File: src/rtl/lmf_pkg.sv
package lmf_pkg;

    // Which raw level is held back until it has been stable for the mask time
    typedef enum logic {
        HIDE_UNLOCK_PULSES = 1'b0,   // raw high (unlock) is delayed
        HIDE_LOCK_PULSES   = 1'b1    // raw low (lock) is delayed
    } mask_pol_e;

    typedef struct packed {
        logic lock_n;
    } filt_state_t;

endpackage

File: src/rtl/lmf_classify.sv
module lmf_classify (
    input  logic lock_raw_n,
    input  logic lock_n_cur,
    input  logic mask_pol,
    output logic differ,
    output logic masked
);
    import lmf_pkg::*;

    mask_pol_e pol;

    always_comb begin
        pol    = mask_pol_e'(mask_pol);
        differ = (lock_raw_n != lock_n_cur);
        // The held-back level is the one opposite to the polarity code
        masked = differ && (lock_raw_n != logic'(pol));
    end

endmodule

File: src/rtl/lmf_hold_timer.sv
module lmf_hold_timer #(
    parameter int CNT_W = 24
) (
    input  logic             clk,
    input  logic             rst_n,
    input  logic             run,
    input  logic [CNT_W-1:0] limit,
    output logic             expire
);
    localparam int SUM_W = CNT_W + 1;

    typedef struct packed {
        logic [CNT_W-1:0] cnt;
    } tmr_state_t;

    tmr_state_t       tmr_d, tmr_q;
    logic [SUM_W-1:0] next_cnt;

    always_comb begin
        tmr_d    = tmr_q;
        next_cnt = {1'b0, tmr_q.cnt} + SUM_W'(1);
        expire   = run && (next_cnt >= {1'b0, limit});
        if (run && !expire) begin
            tmr_d.cnt = next_cnt[CNT_W-1:0];
        end else begin
            tmr_d.cnt = '0;
        end
    end

    always_ff @(posedge clk or negedge rst_n) begin
        if (!rst_n) begin
            tmr_q <= '0;
        end else begin
            tmr_q <= tmr_d;
        end
    end


    restart_after_gap_chk: assert property (@(posedge clk) disable iff (!rst_n)
        (run && !$past(run) && (limit > CNT_W'(1))) |-> !expire);

endmodule

File: src/rtl/lock_glitch_mask.sv
module lock_glitch_mask #(
    parameter int CNT_W = 24
) (
    input  logic             clk,
    input  logic             rst_n,
    input  logic             lock_raw_n,
    input  logic             mask_pol,
    input  logic [CNT_W-1:0] hold_ticks,
    output logic             lock_n
);
    import lmf_pkg::*;

    filt_state_t state_d, state_q;
    logic        filt_en;
    logic        differ;
    logic        masked;
    logic        expire;

    assign filt_en = |hold_ticks;

    lmf_classify u_classify (
        .lock_raw_n (lock_raw_n),
        .lock_n_cur (state_q.lock_n),
        .mask_pol   (mask_pol),
        .differ     (differ),
        .masked     (masked)
    );

    lmf_hold_timer #(.CNT_W(CNT_W)) u_timer (
        .clk    (clk),
        .rst_n  (rst_n),
        .run    (filt_en && masked),
        .limit  (hold_ticks),
        .expire (expire)
    );

    always_comb begin
        state_d = state_q;
        if (!filt_en) begin
            state_d.lock_n = lock_raw_n;
        end else if (differ && (!masked || expire)) begin
            state_d.lock_n = lock_raw_n;
        end
    end

    always_ff @(posedge clk or negedge rst_n) begin
        if (!rst_n) begin
            state_q.lock_n <= 1'b1;
        end else begin
            state_q <= state_d;
        end
    end

    assign lock_n = state_q.lock_n;


    reset_unlocked_chk: assert property (@(posedge clk)
        !rst_n |=> lock_n);


    passthrough_chk: assert property (@(posedge clk) disable iff (!rst_n)
        (hold_ticks == '0) |=> (lock_n == $past(lock_raw_n)));


    unmasked_next_chk: assert property (@(posedge clk) disable iff (!rst_n)
        (filt_en && (lock_raw_n != lock_n) && (lock_raw_n == mask_pol))
        |=> (lock_n == $past(lock_raw_n)));


    only_raw_level_chk: assert property (@(posedge clk) disable iff (!rst_n)
        !$stable(lock_n) |-> (lock_n == $past(lock_raw_n)));

endmodule

File: config.mk
export PLATFORM = sky130hd
export DESIGN_NAME = lock_glitch_mask
export DESIGN_NICKNAME = d
export VERILOG_FILES = /design/src/rtl/lmf_pkg.sv /design/src/rtl/lmf_classify.sv /design/src/rtl/lmf_hold_timer.sv /design/src/rtl/lock_glitch_mask.sv
export SDC_FILE = /design/constraint.sdc
export NUM_CORES = 1
export LEC_CHECK = 0
export BUFFER_PORTS_ARGS = -buffer_cell sky130_fd_sc_hd__buf_2
export CORE_ASPECT_RATIO = 0.7
export CORE_MARGIN = 2
export CORE_UTILIZATION = 45
export DETAILED_ROUTE_END_ITERATION = 16
export GPL_TIMING_DRIVEN = 0
export PLACE_DENSITY = 0.68
export SLEW_MARGIN = 20
export SYNTH_ARGS = -nofsm -noshare
export SYNTH_HDL_FRONTEND = slang
export SYNTH_SLANG_ARGS = --single-unit
File: constraint.sdc
create_clock -name clk -period 2.9 [get_ports clk]
set_input_delay 0.435 -clock clk [delete_from_list [all_inputs] [get_ports clk]]
set_output_delay 0.435 -clock clk [all_outputs]
set_load 0.01 [all_outputs]
* After elaboration in Yosys (flattened, before gate mapping)
Index checks and enable logic that the tools add are counted.
** Storage, ports and cells
- Register bits after elaboration :: 25
- Input bits :: 28
** Operators by class
- Add/subtract/negate cells :: 1
- Magnitude comparators :: 1
- Eq/ne operators :: 3
- Mux-type cells :: 3
- Reduce and logical (&&, ||, !) cells :: 9
** Operators with widths (count)
- adder 24 x 1 -> 25 bit, second input constant :: 1
- greater-or-equal comparator 25 x 24 -> 1 bit :: 1
- 2-to-1 mux 24 bit :: 1
- OR reduction 24 bit :: 1
- logical AND 1 bit :: 5
- logical NOT 1 bit :: 2
- 2-to-1 mux 1 bit :: 2
- inequality test 1 bit :: 2
- inequality test 2 x 1 -> 1 bit, second input constant :: 1
- logical OR 1 bit :: 1

* Longest topological paths before layout
Gate-level depths: netlist (run 1).
- Depth in word-level cells :: 8
- Gate-level depth with buffers :: 14

* By module
From an unflattened synthesis (run 1), not the netlist that was laid out.
** Unflattened totals
- Cell total of the unflattened synthesis :: 240
- Area, all modules :: 2229.6 um2
** Modules (own cells, without submodules)
- lmf_hold_timer :: times used 1, cells an instance 221, area an instance 2064.5 um2, sequential area each 600.6 um2
- lock_glitch_mask :: times used 1, cells an instance 15, area an instance 133.9 um2, sequential area each 26.3 um2
- lmf_classify :: times used 1, cells an instance 4, area an instance 31.3 um2, sequential area each 0.0 um2

* Worst setup path before layout (run 1)
OpenSTA, ideal clock, no wires.
- Path kind :: register to register
- Start :: reg u_timer.tmr_q[0] (netlist name)
- End :: reg u_timer.tmr_q[10] (netlist name)
- Library setup time :: 73 ps
- Arrival time :: 3117 ps
- Path slack :: -290 ps
- Cell stages (with the launch flop) :: 15
- Clock period less this slack :: 3190 ps
- Cell sequence :: dfrtp_1 ha_1 nand4_1 nor2_1 nand4_1 nor3_1 xor2_1 ha_1 nand4_1 nor4_1 a2bb2o_1 a2111oi_4 o311ai_2 buf_2 nor2b_1
** RTL lines
- start, declared :: line lmf_hold_timer.sv:16 : tmr_state_t tmr_d, tmr_q;
- start signal, assigned :: line lmf_hold_timer.sv:34 : tmr_q <= tmr_d;

* Final worst setup path (run 1)
- Start :: reg u_timer.tmr_q[2] (netlist name)
- End :: reg, netlist name lock_n
** On the way
- Cells in the longest elaborated chain, start to end :: 6
** RTL lines
- adder 24 x 1 -> 25 bit :: line lmf_hold_timer.sv:21 : next_cnt = {1'b0, tmr_q.cnt} + SUM_W'(1);
- greater-or-equal comparator 25 x 24 -> 1 bit :: line lmf_hold_timer.sv:22 : expire = run && (next_cnt >= {1'b0, limit});
- logical AND 1 bit :: line lmf_hold_timer.sv:22
- logical OR 1 bit :: line lock_glitch_mask.sv:41 : end else if (differ && (!masked || expire)) begin
- logical AND 1 bit :: line lock_glitch_mask.sv:41
- inequality test 2 x 1 -> 1 bit (no source line)
Every way passes these cells.
A chain may end at the register's enable or synchronous reset.

==> run summary, run 1 <==
HPWL Detailed - 3183 um
crit share post-route - 116.6%
Synth Cell Area - 1912 sq um
CTS buffer count - 3
Critical Path Sink Type - register
status - finished, violations left
Leakage - 0.001379 uW
# rows - 19
Die Area - 4794 sq um
placed instance area - 2125 sq um
syn_area_per_cell - 9.148 sq um
Detail Route Antenna Nets - 0
vias post-DR - 1734
post-synth top area cell - dfrtp_1
Vias/cell - 5.402
I/O Pins - 29
post-synth top area share - 31.41%
Mapped Cells - 209
CTS tree - built
port bufs - 28
largest family of logic cells by synthesized area - simple AND/OR/NAND/NOR gates
ranking of synthesized cells by area - dfrtp_1, ha_1, nor2b_1, xnor2_1, inv_1
Synth Area in Compound Gates - 9.359%
Yosys warnings - 0
Adder-Cell Fraction of Synth Area - 16.36%
failing checks - setup timing
worst hold path type - input pin to async pin
initial antenna violation count - 0
Core Area - 3994 sq um
Final Max Slew Viols - 0
CP required - 3.11 ns
die height - 58.54 um
Inst Count DP - 289
XOR/XNOR Fraction of Synth Area - 10.08%
worst-path fanout max - 5
Setup CP Type - register to register
Layout Cells excl Fill - 321
count of cell types in the netlist - 34
All-Layer GR Usage - 20.65%
Area Overhead vs Synth - 39.86%
mux contribution to synthesized area - 0.5890%
Final Hold Vio Count - 0
Clock Tree Root - clkbuf_8
count of flip-flops with a built-in enable after synthesis - 0
Reg clk slew, reported paths - 0.09 ns
Post-CTS Hold Buffers - 0
#FFs+latches synth - 25
clock skew - 0.006166 ns
post-route cell area - 2674 sq um
VDD IR max - 0.0001517 V
first-pass GRT wire length - 7590 um
slew margin rel. - 61.93%
Ant. Diodes - 0
maximum root-to-sink buffer count - 2
post-route minimum period - 3.382 ns
vias in the first global route - 1619
fraction of registers with async set/reset - 100.0%
layout cell share with drive strength beyond 1 - 38.29%
DR DRC count - 0
measured slew at the worst slew-check pin - 0.5710 ns
CP arrival - 3.59 ns
slack of the critical path - -0.4820 ns
first drt pass iteration count - 4
Worst-Skew Late Latency - 0.27 ns
Fmax achieved - 295.7 MHz
Routed WL - 5016 um
depth of the CTS H-tree - 1
largest net degree at the start of global routing - 26
global route overflow - 0
starting density of the core - 47.87%
max cap viols - 0
WHS - 0.1436 ns
nets - 323
final setup fails - 25
syn_nets - 262
# clock sinks - 25
Power per Cell Area - 266.7 nW/um^2
DRT iter0 DRCs - 42
post-DR wirelength/cell - 15.63 um
RSZ-0062 raised after global routing - yes
CP Launch Type - register
Seq/Total Area, Yosys - 32.79%
Synth Area in Simple Gates - 25.00%
DIE WIDTH - 81.91 um
Primary FF master, synth - dfrtp_1
GP Congestion - 0.9167
## synth_stat cells, types with 3 or more instances
library cell,n
dfrtp_1,24
and2b_1,3
nor2_1,9
nor4_1,8
nand3_1,12
xor2_1,10
and3_1,4
xnor2_1,12
ha_1,25
inv_1,27
a21oi_1,7
nand4_1,8
nor3_1,3
nor2b_1,21
nand2_1,11
## registers in the layout (all words and copies together) (netlist names)
name / cells
lock_n: 1
u_timer.tmr_q: 24
## final timing paths
path,start,to,slack (ns),cells past startpoint
worst min register to register,u_timer.tmr_q[0],u_timer.tmr_q[0],0.52,1
min in group clk,lock_raw_n,lock_n,0.41,2
max in group asynchronous,rst_n,u_timer.tmr_q[0],2.36,1
worst min-delay path,rst_n,u_timer.tmr_q[0],0.14,1
worst max-delay path,u_timer.tmr_q[2],lock_n,-0.48,14
worst max register to register,u_timer.tmr_q[2],lock_n,-0.48,14
## layout make-up
cell class,instances,area (sq um)
Buffer,2,22.52
Clock buffer,3,41.29
Tap cell,52,65.06
Clock inverter,1,7.507
Sequential cell,25,628.1
Multi-Input combinational cell,156,1454
Fill cell,307,1320
Timing Repair Buffer,55,354.1
Inverter,27,101.3
## report_power, final
part	switching [uW]	internal [uW]
clock	117	97.6
sequential	5.57	354
combinational	73.8	66.1
## kinds of logic after synthesis
family                   after synthesis
flip-flops                            25
multiplexers                           1
adder cells (fa/ha/maj)               25
XOR/XNOR                              22
buffers and inverters                 29
AO/OA/AOI/OAI                         22
AND/OR/NAND/NOR                       85
## cell usage in the layout (no fill, tap or decap), types with 4 or more instances in the layout
cell,n
dfrtp_1,23
nand3_1,8
xnor2_2,4
nor4_1,7
nor2_4,4
nand4_1,8
buf_6,5
nor2b_4,4
nand2_1,10
buf_2,28
xor2_1,7
buf_4,24
inv_1,27
nor2_1,5
xnor2_1,8
nor2b_1,16
ha_1,23
a21oi_2,4
## worst max-delay path, cell delays in order, from the launching register on
cell and delay (ns):
dfrtp_1 0.45, buf_4 0.16, nand4_1 0.21, nor2_4 0.16
nand4_1 0.10, buf_6 0.16, nor3_4 0.15, xor2_2 0.20
ha_1 0.28, buf_4 0.15, a21oi_2 0.18, a21oi_2 0.10
a2111oi_4 0.41, o311ai_4 0.25, mux2_4 0.35
## repair_timing
item	CTS	global route
hold endpoints to repair	0	0
pin swaps	15	23
cloned	3	0
setup buffers	14	12
gates resized for setup	22	37
endpoints found under the setup margin	25	25
## per-stage QoR
stage | util (%) | total power [uW] | setup TNS (ns) | worst slack [ns]
6_report | 66.95 | 713.2 | -10.82 | -0.4820
5_1_grt | 66.95 | 749.5 | -13.69 | -0.5882
4_1_cts | 60.15 | 700.0 | -9.683 | -0.4290
3_5_place_dp | 53.20 | 464.0 | -20.29 | -0.8786
3_3_place_gp | 53.20 | 463.2 | -20.13 | -0.8649
2_1_floorplan | - | 417.7 | -4.590 | -0.2067
## routing by layer
layer  wire (um)  GRT usage [%]  vias up  part of all wire, %
met5           0              0        -                    0
li1            -              -      855                    -
met3         167          4.755       12                  3.3
met2        2450          34.26       33                   49
met4         153          2.857        0                  3.1
met1        2246          28.36      834                   45
No activity file was read; power rests on OpenSTA's default activity.
==> run 2: changes to the inputs <==
BUFFER_PORTS_ARGS = not set   (was -buffer_cell sky130_fd_sc_hd__buf_2)
DONT_BUFFER_PORTS = 1   (was not set)
PLACE_DENSITY = not set   (was 0.68)
==> run summary, run 2 (same netlist as run 1, synthesis figures left out) <==
status - finished, violations left (unchanged)
failing checks - setup timing (unchanged)
post-route minimum period - 3.239 ns (was 3.382 ns)
Setup CP Type - register to register (unchanged)
Clock Tree Root - clkbuf_8 (unchanged)
Fmax achieved - 308.7 MHz (was 295.7 MHz)
layout cell share with drive strength beyond 1 - 28.03% (was 38.29%)
Final Max Slew Viols - 0 (unchanged)
Routed WL - 4736 um (was 5016 um)
largest net degree at the start of global routing - 26 (unchanged)
Sw Ratio - 26.32% (was 27.48%)
Hold Path Cell Cnt - 1
critical path startpoint - u_timer.tmr_q[0] (was u_timer.tmr_q[2])
vias in the first global route - 1633 (was 1619)
Core Area - 3994 sq um (unchanged)
I/O Pins - 29 (unchanged)
final setup fails - 25 (unchanged)
# clock sinks - 25 (unchanged)
Largest regs - u_timer.tmr_q x24, lock_n x1 (unchanged)
HPWL Detailed - 3368 um (was 3183 um)
switching power - 176.9 uW (was 196.0 uW)
Ant. Diodes - 0 (unchanged)
slack of the critical path - -0.3391 ns (was -0.4820 ns)
Hold EP - lock_n
global route overflow - 0 (unchanged)
CTS tree - built (unchanged)
Die Area - 4794 sq um (unchanged)
CP Launch Type - register (unchanged)
RR Startpoint - u_timer.tmr_q[0] (was u_timer.tmr_q[2])
nets - 293 (was 323)
Power per Cell Area - 275.9 nW/um^2 (was 266.7 nW/um^2)
die height - 58.54 um (unchanged)
port bufs - 0 (was 28)
VDD IR max - 0.0002458 V (was 0.0001517 V)
Worst-Skew Late Latency - 0.27 ns (about the same)
slew margin rel. - 69.67% (was 61.93%)
first drt pass iteration count - 4 (unchanged)
Leakage - 0.001231 uW (was 0.001379 uW)
vias post-DR - 1583 (was 1734)
crit share post-route - 111.7% (was 116.6%)
RSZ-0062 raised after global routing - yes (unchanged)
Biggest register - u_timer.tmr_q (unchanged)
DR DRC count - 0 (unchanged)
Critical Path Sink Type - register (unchanged)
starting density of the core - 47.87% (unchanged)
All-Layer GR Usage - 21.17% (was 20.65%)
Final Hold Vio Count - 0 (unchanged)
GP Congestion - 0.8788 (was 0.9167)
placed instance area - 1984 sq um (was 2125 sq um)
hold path start - lock_raw_n
measured slew at the worst slew-check pin - 0.4508 ns (was 0.5710 ns)
R2R cell count - 14 (unchanged)
DIE WIDTH - 81.91 um (unchanged)
Reg power frac - 53.2% (was 50.3%)
Largest register FFs - 24 (unchanged)
worst-path fanout max - 5 (unchanged)
# rows - 19 (unchanged)
max cap viols - 0 (unchanged)
worst hold path type - input pin to register (was input pin to async pin)
CTS buffer count - 3 (unchanged)
DRT iter0 DRCs - 71 (was 42)
combinational power share - 15.2% (was 19.6%)
most common cell after layout, fill and taps aside - inv_1 (was buf_2)
first-pass GRT wire length - 7631 um (was 7590 um)
Reg clk slew, reported paths - 0.08 ns (was 0.09 ns)
CP arrival - 3.45 ns (was 3.59 ns)
Final Power - 671.9 uW (was 713.2 uW)
maximum root-to-sink buffer count - 2 (unchanged)
clock skew - 0.008042 ns (was 0.006166 ns)
Worst R2R Setup Slack - -0.34 ns (was -0.48 ns)
Vias/cell - 5.440 (was 5.402)
depth of the CTS H-tree - 1 (unchanged)
CP required - 3.11 ns (about the same)
initial antenna violation count - 0 (unchanged)
most frequent cells in the layout - inv_1, dfrtp_1, ha_1 (was buf_2, inv_1, buf_4)
Area Overhead vs Synth - 27.36% (was 39.86%)
Clock power frac - 31.6% (was 30.0%)
Detail Route Antenna Nets - 0 (unchanged)
post-route cell area - 2435 sq um (was 2674 sq um)
Int Power - 495.0 uW (was 517.3 uW)
FF-to-FF End - u_timer.tmr_q[2] (was lock_n)
post-DR wirelength/cell - 16.27 um (was 15.63 um)
## run 2: layout make-up
type | instances | area (sq um)
buffer | 2 | 22.52
timing repair buffer | 26 | 217.7
fill | 342 | 1559
clock inverter | 1 | 5.005
tap | 52 | 65.06
inverter | 27 | 101.3
clock buffer | 3 | 41.29
multi-input combinational | 155 | 1355
sequential | 25 | 626.9
## run 2: how the worst max path moves through the flow
| stage | to | slack, ns | cells past startpoint |
|---|---|---|---|
| final | u_timer.tmr_q[2] | -0.34 | 14 |
| after global routing | u_timer.tmr_q[4] | -0.46 | 14 |
| after CTS | u_timer.tmr_q[2] | -0.31 | 15 |
| after detailed placement | u_timer.tmr_q[17] | -1.03 | 13 |
| after global placement | u_timer.tmr_q[12] | -0.86 | 13 |
| after floorplan | u_timer.tmr_q[10] | -0.21 | 13 |
## run 2: what timing repair did
| item | 4_1_cts | 5_1_grt |
|---|---|---|
| hold buffers | 2 | 0 |
| setup buffers | 23 | 1 |
| endpoints found under the hold margin | 25 | 0 |
| resized for setup | 18 | 23 |
| pin swaps | 15 | 16 |
| endpoints found under the setup margin | 25 | 25 |
## run 2: per-stage QoR
stage          cells  hold slack [ns]  setup slack [ns]  util, %  setup TNS, ns
2_1_floorplan    209           0.1394           -0.2067        -         -4.590
3_3_place_gp     261           0.1400           -0.8646    49.69         -20.74
3_5_place_dp     261           0.1401            -1.033    49.69         -24.36
4_1_cts          290           0.3173           -0.3146    57.89         -6.744
5_1_grt          291           0.3092           -0.4641    60.96         -10.22
6_report         291           0.3176           -0.3391    60.96         -6.889
## run 2: power by group through the flow
stage / logic (uW) / clock network (uW) / registers (uW)
final: 102 / 212 / 357
after global routing: 114 / 229 / 358
after CTS: 94.0 / 214 / 357
after detailed placement: 67.9 / 0 / 365
after global placement: 64.5 / 0 / 365
after floorplan: 53.4 / 0 / 364
## run 2: critical path: stages (launching register included)
cell	delay (ns)
dfrtp_1	0.37
ha_2	0.18
nand4_1	0.21
nor2_4	0.18
nand4_1	0.12
buf_6	0.16
nor2_4	0.10
xor2_2	0.16
ha_1	0.27
a21o_1	0.17
a221o_1	0.33
a2111oi_4	0.33
o311ai_4	0.22
buf_4	0.19
and2b_1	0.18
## run 2: metal layers
metal  wire length, um  part of all wire (%)  GRT usage (%)
met1              2154                    45          28.75
met2              2268                    48          35.19
met3               234                   4.9          5.368
met4                78                   1.6          3.095
met5                 0                     0              0
